File: src/rtl/bcw_pkg.sv
`timescale 1ns/1ps
package bcw_pkg;
  localparam int WAIT_W   = 4;
  localparam int NARROW_W = 2;
  localparam int STATE_W  = 3;

  typedef enum logic [STATE_W-1:0] {
    ST_IDLE = 3'd0,
    ST_T1   = 3'd1,
    ST_T2   = 3'd2,
    ST_T3   = 3'd3,
    ST_TW   = 3'd4,
    ST_T4   = 3'd5
  } bus_state_e;

  // Effective wait count after the range limit is applied.
  function automatic logic [WAIT_W-1:0] eff_waits(input logic [WAIT_W-1:0] sel,
                                                  input logic wide);
    logic [WAIT_W-1:0] mask;
    mask = wide ? {WAIT_W{1'b1}} : WAIT_W'((1 << NARROW_W) - 1);
    return sel & mask;
  endfunction

  // Short counts test ready in T3 rather than in a wait state.
  function automatic logic test_in_t3(input logic [WAIT_W-1:0] n);
    return n <= WAIT_W'(1);
  endfunction
endpackage

File: src/rtl/bcw_sync.sv
`timescale 1ns/1ps
module bcw_sync #(
  parameter int STAGES = 2
) (
  input  logic clk,
  input  logic rst_n,
  input  logic d_async,
  output logic q_sync
);
  localparam int DEPTH = (STAGES < 1) ? 1 : STAGES;

  logic [DEPTH-1:0] chain;
  logic [DEPTH:0]   shifted;

  assign shifted = {chain, d_async};

  always_ff @(posedge clk) begin
    if (!rst_n) chain <= '0;
    else        chain <= shifted[DEPTH-1:0];
  end

  assign q_sync = chain[DEPTH-1];
endmodule

File: src/rtl/bcw_cfg.sv
`timescale 1ns/1ps
module bcw_cfg
  import bcw_pkg::*;
(
  input  logic              clk,
  input  logic              rst_n,
  input  logic              load,
  input  logic [WAIT_W-1:0] wait_sel,
  input  logic              wide_range,
  input  logic              bypass_in,
  output logic [WAIT_W-1:0] n_waits,
  output logic              bypass
);
  always_ff @(posedge clk) begin
    if (!rst_n) begin
      n_waits <= '0;
      bypass  <= 1'b1;
    end else if (load) begin
      n_waits <= eff_waits(wait_sel, wide_range);
      bypass  <= bypass_in;
    end
  end
endmodule

File: src/rtl/bcw_seq.sv
`timescale 1ns/1ps
module bcw_seq
  import bcw_pkg::*;
(
  input  logic              clk,
  input  logic              rst_n,
  input  logic              start,
  input  logic [WAIT_W-1:0] n_waits,
  input  logic              bypass,
  input  logic              rdy,
  output bus_state_e        st,
  output logic              test_pt,
  output logic              late_rdy,
  output logic              ext_mode
);
  bus_state_e        st_nx;
  logic [WAIT_W-1:0] rem, rem_nx;
  logic              ext_nx;

  assign test_pt  = !bypass &&
                    ((st == ST_T3 && test_in_t3(n_waits)) ||
                     (st == ST_TW && !ext_mode && rem == WAIT_W'(2)));
  assign late_rdy = test_pt && !rdy;

  always_comb begin
    st_nx  = st;
    rem_nx = rem;
    ext_nx = ext_mode;
    unique case (st)
      ST_IDLE: if (start) st_nx = ST_T1;
      ST_T1:   st_nx = ST_T2;
      ST_T2:   st_nx = ST_T3;
      ST_T3: begin
        if (late_rdy) begin
          st_nx  = ST_TW;
          ext_nx = 1'b1;
        end else if (n_waits == '0) begin
          st_nx = ST_T4;
        end else begin
          st_nx  = ST_TW;
          rem_nx = n_waits;
        end
      end
      ST_TW: begin
        if (ext_mode) begin
          if (rdy) begin
            ext_nx = 1'b0;
            rem_nx = WAIT_W'(1);
          end
        end else if (late_rdy) begin
          ext_nx = 1'b1;
        end else if (rem <= WAIT_W'(1)) begin
          st_nx = ST_T4;
        end else begin
          rem_nx = rem - WAIT_W'(1);
        end
      end
      ST_T4: begin
        st_nx  = ST_IDLE;
        rem_nx = '0;
        ext_nx = 1'b0;
      end
      default: st_nx = ST_IDLE;
    endcase
  end

  always_ff @(posedge clk) begin
    if (!rst_n) begin
      st       <= ST_IDLE;
      rem      <= '0;
      ext_mode <= 1'b0;
    end else begin
      st       <= st_nx;
      rem      <= rem_nx;
      ext_mode <= ext_nx;
    end
  end
endmodule

File: src/rtl/bcw_ctrl.sv
`timescale 1ns/1ps
module bcw_ctrl
  import bcw_pkg::*;
#(
  parameter int SYNC_STAGES = 2
) (
  input  logic              clk,
  input  logic              rst_n,
  input  logic              cyc_start,
  input  logic [WAIT_W-1:0] wait_sel,
  input  logic              wide_range,
  input  logic              rdy_bypass,
  input  logic              rdy_async,
  output logic [STATE_W-1:0] bus_state,
  output logic              cyc_done,
  output logic              cyc_busy
);
  bus_state_e        st;
  logic              rdy_s;
  logic              cfg_load;
  logic [WAIT_W-1:0] n_waits;
  logic              bypass_q;
  logic              test_pt;
  logic              late_rdy;
  logic              ext_mode;

  assign cfg_load = cyc_start && (st == ST_IDLE);

  bcw_sync #(.STAGES(SYNC_STAGES)) u_sync (
    .clk     (clk),
    .rst_n   (rst_n),
    .d_async (rdy_async),
    .q_sync  (rdy_s)
  );

  bcw_cfg u_cfg (
    .clk        (clk),
    .rst_n      (rst_n),
    .load       (cfg_load),
    .wait_sel   (wait_sel),
    .wide_range (wide_range),
    .bypass_in  (rdy_bypass),
    .n_waits    (n_waits),
    .bypass     (bypass_q)
  );

  bcw_seq u_seq (
    .clk      (clk),
    .rst_n    (rst_n),
    .start    (cyc_start),
    .n_waits  (n_waits),
    .bypass   (bypass_q),
    .rdy      (rdy_s),
    .st       (st),
    .test_pt  (test_pt),
    .late_rdy (late_rdy),
    .ext_mode (ext_mode)
  );

  assign bus_state = st;
  assign cyc_done  = (st == ST_T4);
  assign cyc_busy  = (st != ST_IDLE);
endmodule

File: config.mk
export PLATFORM = sky130hd
export DESIGN_NAME = bcw_ctrl
export DESIGN_NICKNAME = d
export VERILOG_FILES = /design/src/rtl/bcw_pkg.sv /design/src/rtl/bcw_sync.sv /design/src/rtl/bcw_cfg.sv /design/src/rtl/bcw_seq.sv /design/src/rtl/bcw_ctrl.sv
export SDC_FILE = /design/constraint.sdc
export NUM_CORES = 1
export LEC_CHECK = 0
export BUFFER_PORTS_ARGS = -buffer_cell sky130_fd_sc_hd__buf_2
export CORE_ASPECT_RATIO = 1.5
export CORE_MARGIN = 3
export CORE_UTILIZATION = 40
export CTS_BUF_LIST = sky130_fd_sc_hd__clkbuf_4 sky130_fd_sc_hd__clkbuf_8
export CTS_CLUSTER_SIZE = 12
export DETAILED_ROUTE_END_ITERATION = 8
export GPL_ROUTABILITY_DRIVEN = 0
export PLACE_DENSITY = 0.68
export REMOVE_ABC_BUFFERS = 1
export SYNTH_ARGS = -nofsm -noshare
export SYNTH_HDL_FRONTEND = slang
export SYNTH_SLANG_ARGS = --single-unit
File: constraint.sdc
create_clock -name clk -period 2.3 [get_ports clk]
set_input_delay 0 -clock clk [delete_from_list [all_inputs] [get_ports clk]]
set_output_delay 0 -clock clk [all_outputs]
set_load 0.005 [all_outputs]
# ---- After elaboration in Yosys (flattened, before gate mapping)
# Index checks and enable logic that the tools add are counted.
dict set report op_classes {
  n_addsub 1
  multipliers 0
  div 0
  n_lt_le_gt_ge 2
  n_eq_ne 16
  shifts 0
  n_mux 20
  bitwise 1
  n_reduce_logical 17
}
# operator n
set op_table {}
lappend op_table {{4-bit 2-to-1 mux} 7}
lappend op_table {{3-bit 2-to-1 mux} 5}
lappend op_table {{3-bit case mux with 5 select lines} 1}
lappend op_table {{2-bit != test, second input constant} 7}
lappend op_table {{4-bit case mux with 3 select lines} 1}
lappend op_table {{4-bit by 1-bit less-or-equal comparator with 1-bit output, second input constant} 2}
lappend op_table {{3-bit by 2-bit equality test with 1-bit output, second input constant} 2}
lappend op_table {{3-bit equality test, second input constant} 2}
lappend op_table {{1-bit logical AND} 6}
lappend op_table {{3-bit by 2-bit != test with 1-bit output, second input constant} 2}
lappend op_table {{6-bit AND reduction} 1}
lappend op_table {{3-bit nonzero test} 2}
lappend op_table {{1-bit 2-to-1 mux} 5}
lappend op_table {{4-bit bitwise AND} 1}
lappend op_table {{4-bit by 2-bit equality test with 1-bit output, second input constant} 1}
lappend op_table {{4-bit logical NOT} 1}
lappend op_table {{4-bit AND reduction} 1}
lappend op_table {{4-bit by 1-bit subtractor with 4-bit output, second input constant} 1}
lappend op_table {{3-bit by 1-bit equality test with 1-bit output, second input constant} 1}
lappend op_table {{1-bit logical NOT} 3}
lappend op_table {{3-bit logical NOT} 1}
lappend op_table {{3-bit != test, second input constant} 1}
lappend op_table {{1-bit case mux with 3 select lines} 1}
lappend op_table {{2-bit AND reduction} 1}
lappend op_table {{1-bit logical OR} 1}
dict set report totals {
  register_bits 15
  latch_bits 0
  ramBits 0
  romBits 0
  in_bits 10
  out_inout_bits 5
  wordCells 63
  n_memories 0
}

# ---- Depth between registers and ports, before layout
dict set report depth {
  depth_word 9
  mapped_depth 8
  ltp_nobuf 8
}

# ---- Hierarchy
# A second synthesis with hierarchy kept.
dict set report hier_totals {
  cells_unflattened 92
  hier_area_um2 858.3
}
# mod instances cells_each area_each_um2 seq_area_each_um2
set by_module_without_submodules {}
lappend by_module_without_submodules {bcw_seq 1 67 588.1 160.2}
lappend by_module_without_submodules {bcw_cfg 1 18 192.7 100.1}
lappend by_module_without_submodules {bcw_sync 1 4 52.6 40.0}
lappend by_module_without_submodules {bcw_ctrl 1 3 25.0 0.0}

# ---- Least setup slack after synthesis
# Ideal clock, no wire load.
dict set report synth_timing {
  path_type {register to register}
  startpoint {register u_seq.rem[0]}
  endpoint {register u_seq.rem[2]}
  arrival_ns 1.746
  required_ns 2.230
  setup_slack_ns 0.484
  path_stages_with_launch 8
  n_path_buf 0
  synth_period_minus_slack_ns 1.816
  path_cell_list {dfxtp_1 inv_1 ha_1 a211o_1 nand3_1 a22oi_2 or4_1 a21boi_1}
}
dict set report synth_between {
  elab_chain_cells 7
  elab_cells_between_ends 15
  cone_classes {add/sub (1); order compare (1); eq/ne (4); mux (4); reduce/logical (5)}
}
# element line
set synth_rtl {}
lappend synth_rtl {{start: declaration} bcw_seq.sv:17} ;# logic [WAIT_W-1:0] rem, rem_nx;
lappend synth_rtl {{start signal: assignment} bcw_seq.sv:74} ;# rem <= rem_nx;
lappend synth_rtl {{parallel branches: the longest is 7 deep, another holds 4-bit by 1-bit subtractor with 4-bit output} n/a}
# Parallel ways; which one is timed is not known. The select of a mux whose other input is x is not followed.
# A chain may end at the register's enable or synchronous reset.

# ---- Worst setup path in the final report
dict set report layout_timing {
  startpoint {register u_seq.rem[0]}
  endpoint {register u_seq.rem[3]}
}
# Same word-level chain as after synthesis.

==> impl_results.html <==
<table>
<tr><th>Metric</th><th>Value</th></tr>
<tr><th colspan="2">GRT</th></tr>
<tr><td>Pin count of the biggest net entering global routing</td><td>17</td></tr>
<tr><td>Global Route Usage Sum</td><td>16.6%</td></tr>
<tr><td>Global-route wire length before repair</td><td>3.62 mm</td></tr>
<tr><td>Number of antenna violations at the first check in global routing</td><td>0</td></tr>
<tr><td>Number of global-route vias before repair</td><td>819</td></tr>
<tr><td>GR Overflow Total</td><td>0</td></tr>
<tr><th colspan="2">Detailed routing</th></tr>
<tr><td>Via count normalized by instance count</td><td>5.96</td></tr>
<tr><td>1st-pass router iterations</td><td>4</td></tr>
<tr><td>First-iteration detailed-routing DRC count</td><td>23</td></tr>
<tr><td>Count of unresolved DRC violations after routing</td><td>0</td></tr>
<tr><td>Routed wire per std cell</td><td>13.8 um</td></tr>
<tr><td>DRT Wirelength</td><td>1.99 mm</td></tr>
<tr><td>Detail Route Antenna Nets</td><td>0</td></tr>
<tr><td>Routed vias</td><td>858</td></tr>
<tr><th colspan="2">Die</th></tr>
<tr><td>Initial Utilization</td><td>43.4%</td></tr>
<tr><td>FP Rows</td><td>20</td></tr>
<tr><td>Die boundary width</td><td>45.0 um</td></tr>
<tr><td>Core region area</td><td>0.00210 mm^2</td></tr>
<tr><td>I/O pin total</td><td>15</td></tr>
<tr><td>Die outline area</td><td>0.00290 mm^2</td></tr>
<tr><td>Die H</td><td>64.5 um</td></tr>
<tr><th colspan="2">Timing</th></tr>
<tr><td>Final hold violation count</td><td>1</td></tr>
<tr><td>Peak Freq</td><td>494 MHz</td></tr>
<tr><td>Minimum clock period</td><td>2020 ps</td></tr>
<tr><td>Post-route clock period utilization</td><td>87.9%</td></tr>
<tr><td>Maximum clock skew at final layout</td><td>0.645 ps</td></tr>
<tr><td>Count of pins over their slew limit</td><td>0</td></tr>
<tr><td>Hold Slack</td><td>-0.758 ps</td></tr>
<tr><td>Setup violators final</td><td>0</td></tr>
<tr><td>Worst-margin pin slew</td><td>537 ps</td></tr>
<tr><td>Final sum of negative setup slack</td><td>0 ps</td></tr>
<tr><td>Max transition margin</td><td>64.2%</td></tr>
<tr><td>Setup repair after global routing missed its margin</td><td>no</td></tr>
<tr><th colspan="2">Critical path</th></tr>
<tr><td>Type of the worst setup path</td><td>register to register</td></tr>
<tr><td>Kind of end point of the critical path</td><td>register</td></tr>
<tr><td>Cell-by-cell listing of the critical path</td><td>inv_1, ha_1, nor2_1, nor3_1, o21ai_0, a22oi_2, or4_1, a21boi_1</td></tr>
<tr><td>Crit path largest cell delay</td><td>520 ps</td></tr>
<tr><td>Type of element launching the critical path</td><td>register</td></tr>
<tr><td>Largest fanout on the critical path</td><td>6</td></tr>
<tr><td>Critical path data required time</td><td>2530 ps</td></tr>
<tr><td>Crit path DAT</td><td>2260 ps</td></tr>
<tr><td>Crit path max-delay cell type</td><td>sky130_fd_sc_hd__or4_1</td></tr>
<tr><th colspan="2">Clocking</th></tr>
<tr><td>Clock-pin transition on the worst setup and hold timing paths</td><td>80 ps</td></tr>
<tr><td>Count of hold-fix buffers inserted at cts</td><td>6</td></tr>
<tr><td>Clock tree from TritonCTS</td><td>built</td></tr>
<tr><td>Largest buffer count on any clock path</td><td>2</td></tr>
<tr><td>H-tree lvl count</td><td>1</td></tr>
<tr><td>CTS Buf Count</td><td>3</td></tr>
<tr><td>Setup Buffers After CTS</td><td>0</td></tr>
<tr><td>Resized cells post-CTS</td><td>0</td></tr>
<tr><td>Number of clock sinks</td><td>15</td></tr>
<tr><td>Cell at the root of the clock tree</td><td>sky130_fd_sc_hd__clkbuf_4</td></tr>
<tr><td>Clock latency on the worst-skew pair</td><td>300 ps</td></tr>
<tr><th colspan="2">Layout</th></tr>
<tr><td>Fraction of layout instances using a drive strength above 1</td><td>22.1%</td></tr>
<tr><td>Number of fill cells in the layout</td><td>218</td></tr>
<tr><td>Number of diodes</td><td>0</td></tr>
<tr><td>NumNets Final</td><td>136</td></tr>
<tr><td>Multi-input combinational cell area</td><td>554 um^2</td></tr>
<tr><td>Storage cell area</td><td>300 um^2</td></tr>
<tr><td>Area growth syn-to-layout</td><td>17.1%</td></tr>
<tr><td>Non-filler cells, final</td><td>144</td></tr>
<tr><th colspan="2">Synthesis</th></tr>
<tr><td>Area share of the largest cell type after synthesis</td><td>32.9%</td></tr>
<tr><td>Number of synthesized register bits</td><td>15</td></tr>
<tr><td>Post-synthesis area per instance</td><td>8.94 um^2</td></tr>
<tr><td>Mapped Cells</td><td>102</td></tr>
<tr><td>Warning count from the yosys run</td><td>0</td></tr>
<tr><td>Netlist Area Pre-Place</td><td>912 um^2</td></tr>
<tr><td>Share of the yosys chip area belonging to registers</td><td>32.9%</td></tr>
<tr><td>Yosys cell types</td><td>44</td></tr>
<tr><td>Cell taking the most area after synthesis</td><td>sky130_fd_sc_hd__dfxtp_1</td></tr>
<tr><td>Leading post-synthesis cells by cell area</td><td>sky130_fd_sc_hd__dfxtp_1 33%, sky130_fd_sc_hd__ha_1 4.1%, sky130_fd_sc_hd__nand2_1 4.1%</td></tr>
<tr><th colspan="2">Run</th></tr>
<tr><td>Max_cap viols</td><td>0</td></tr>
<tr><th colspan="2">Power</th></tr>
<tr><td>Max VDD drop</td><td>0.000420 V</td></tr>
<tr><td>LEAKAGE</td><td>0.426 nW</td></tr>
<tr><td>PwrDens</td><td>623 mW/mm^2</td></tr>
<tr><th colspan="2">Placed design</th></tr>
<tr><td>Number of buffers inserted by port buffering</td><td>14</td></tr>
<tr><td>Number of instances in the placed design</td><td>134</td></tr>
<tr><td>Total half-perimeter wirelength after legalization and detailed placement</td><td>1.46 mm</td></tr>
<tr><th colspan="2">Hold path</th></tr>
<tr><td>Path category of the worst min-delay check</td><td>input port to register</td></tr>
<tr><th colspan="2">Run status</th></tr>
<tr><td>Failing checks</td><td>negative hold slack</td></tr>
<tr><td>Run status</td><td>finished with violations</td></tr>
</table>
[worst max-delay path, delay by kind of cell (launching register included)]
family	cells	cell delay [ps]
flip-flops	1	390
buffers and inverters	1	110
AO/OA/AOI/OAI	3	490
adder cells (fa/ha/maj)	1	250
AND/OR/NAND/NOR	3	720
[final cells by class]
| cell class | count | area share [%] |
|---|---|---|
| inverter | 5 | 1.76 |
| sequential | 15 | 28.1 |
| tap | 22 | 2.58 |
| timing repair buffer | 21 | 12.9 |
| clock buffer | 4 | 2.81 |
| multi-input combinational | 77 | 51.9 |
[Yosys cell counts (all sizes together)]
master  instances
dfxtp          15
nand2          10
a21boi          7
nand3           6
inv             5
nor2            5
and2            4
buf             4
nor3            4
o21ai           4
or4             4
a21oi           3
ha              3
a211o           2
a22oi           2
nand4           2
nor4b           2
o41ai           2
a31oi           1
a32oi           1
and2b           1
and4b           1
clkbuf          1
mux2i           1
nand2b          1
nand3b          1
nor2b           1
nor3b           1
nor4            1
o211ai          1
o21bai          1
o221a           1
o311a           1
or4b            1
xnor2           1
xor2            1
[cell families (layout without fill, tap and decap cells)]
| family | Yosys count | in the layout | synth area share, % |
|---|---|---|---|
| buffers and inverters | 10 | 30 | 6.31 |
| xor gates and xnor gates | 2 | 2 | 1.92 |
| DFF | 15 | 15 | 32.9 |
| adders and majority gates | 3 | 3 | 4.12 |
| muxes | 1 | 1 | 1.10 |
| and+or+nand+nor | 45 | 45 | 32.0 |
| AOI/OAI and AO/OA | 26 | 26 | 21.7 |
[path summary, 6_finish.rpt]
check / to / slack (ps) / depth (start not counted) / start
min: u_cfg.n_waits[3]$_SDFFE_PN0P_ / -0.8 / 3 / wait_sel[3]
max reg2reg: u_seq.rem[3]$_SDFFE_PN0P_ / 280 / 8 / u_seq.rem[0]$_SDFFE_PN0P_
min reg2reg: u_sync.chain[1]$_SDFF_PN0_ / 440 / 1 / u_sync.chain[0]$_SDFF_PN0_
max: u_seq.rem[3]$_SDFFE_PN0P_ / 280 / 8 / u_seq.rem[0]$_SDFFE_PN0P_
[state kept, by name (all words and copies together), names as in the netlist]
signal,flops
u_cfg.bypass,1
u_cfg.n_waits,4
u_seq.ext_mode,1
u_seq.rem,4
u_seq.st,3
u_sync.chain,2
[routing by layer]
layer	up-vias	GRT usage (%)	routed length, um
met2	13	30.5	1120
met4	0	9.89	59
met3	6	1.67	48
met1	415	16.8	760
li1	424	-	-
met5	-	0	0
[where the power goes]
group / total (mW) / switching (mW) / internal [mW] / leakage, nW
registers: 0.323 / 0.0414 / 0.282 / 0.123
logic: 0.175 / 0.0864 / 0.0888 / 0.285
clock network: 0.167 / 0.0878 / 0.0796 / 0.0184
[metrics by stage]
stage | total power, mW | util [%] | setup WS [ps] | area, um^2
after detailed placement | 0.496 | 46.5 | 318 | 978
after CTS | 0.668 | 50.8 | 290 | 1070
final | 0.666 | 50.8 | 278 | 1070
after global routing | 0.709 | 50.8 | 93.6 | 1070
after floorplan | 0.433 | - | 464 | 873
after global placement | 0.493 | 46.5 | 303 | 978
[cells in the final DEF, fill, tap and decap left out, types with 2 or more instances in the layout]
| cell | instances |
|---|---|
| sky130_fd_sc_hd__a211o_1 | 2 |
| sky130_fd_sc_hd__a21boi_0 | 4 |
| sky130_fd_sc_hd__a21boi_1 | 2 |
| sky130_fd_sc_hd__a21oi_1 | 3 |
| sky130_fd_sc_hd__and2_1 | 4 |
| sky130_fd_sc_hd__buf_2 | 14 |
| sky130_fd_sc_hd__clkbuf_4 | 4 |
| sky130_fd_sc_hd__dfxtp_1 | 15 |
| sky130_fd_sc_hd__dlygate4sd3_1 | 6 |
| sky130_fd_sc_hd__ha_1 | 3 |
| sky130_fd_sc_hd__inv_1 | 5 |
| sky130_fd_sc_hd__nand2_1 | 10 |
| sky130_fd_sc_hd__nand3_1 | 6 |
| sky130_fd_sc_hd__nand4_1 | 2 |
| sky130_fd_sc_hd__nor2_1 | 5 |
| sky130_fd_sc_hd__nor3_1 | 3 |
| sky130_fd_sc_hd__o21ai_0 | 4 |
| sky130_fd_sc_hd__o41ai_1 | 2 |
| sky130_fd_sc_hd__or4_1 | 3 |
Power figures use the tool's default switching activity.
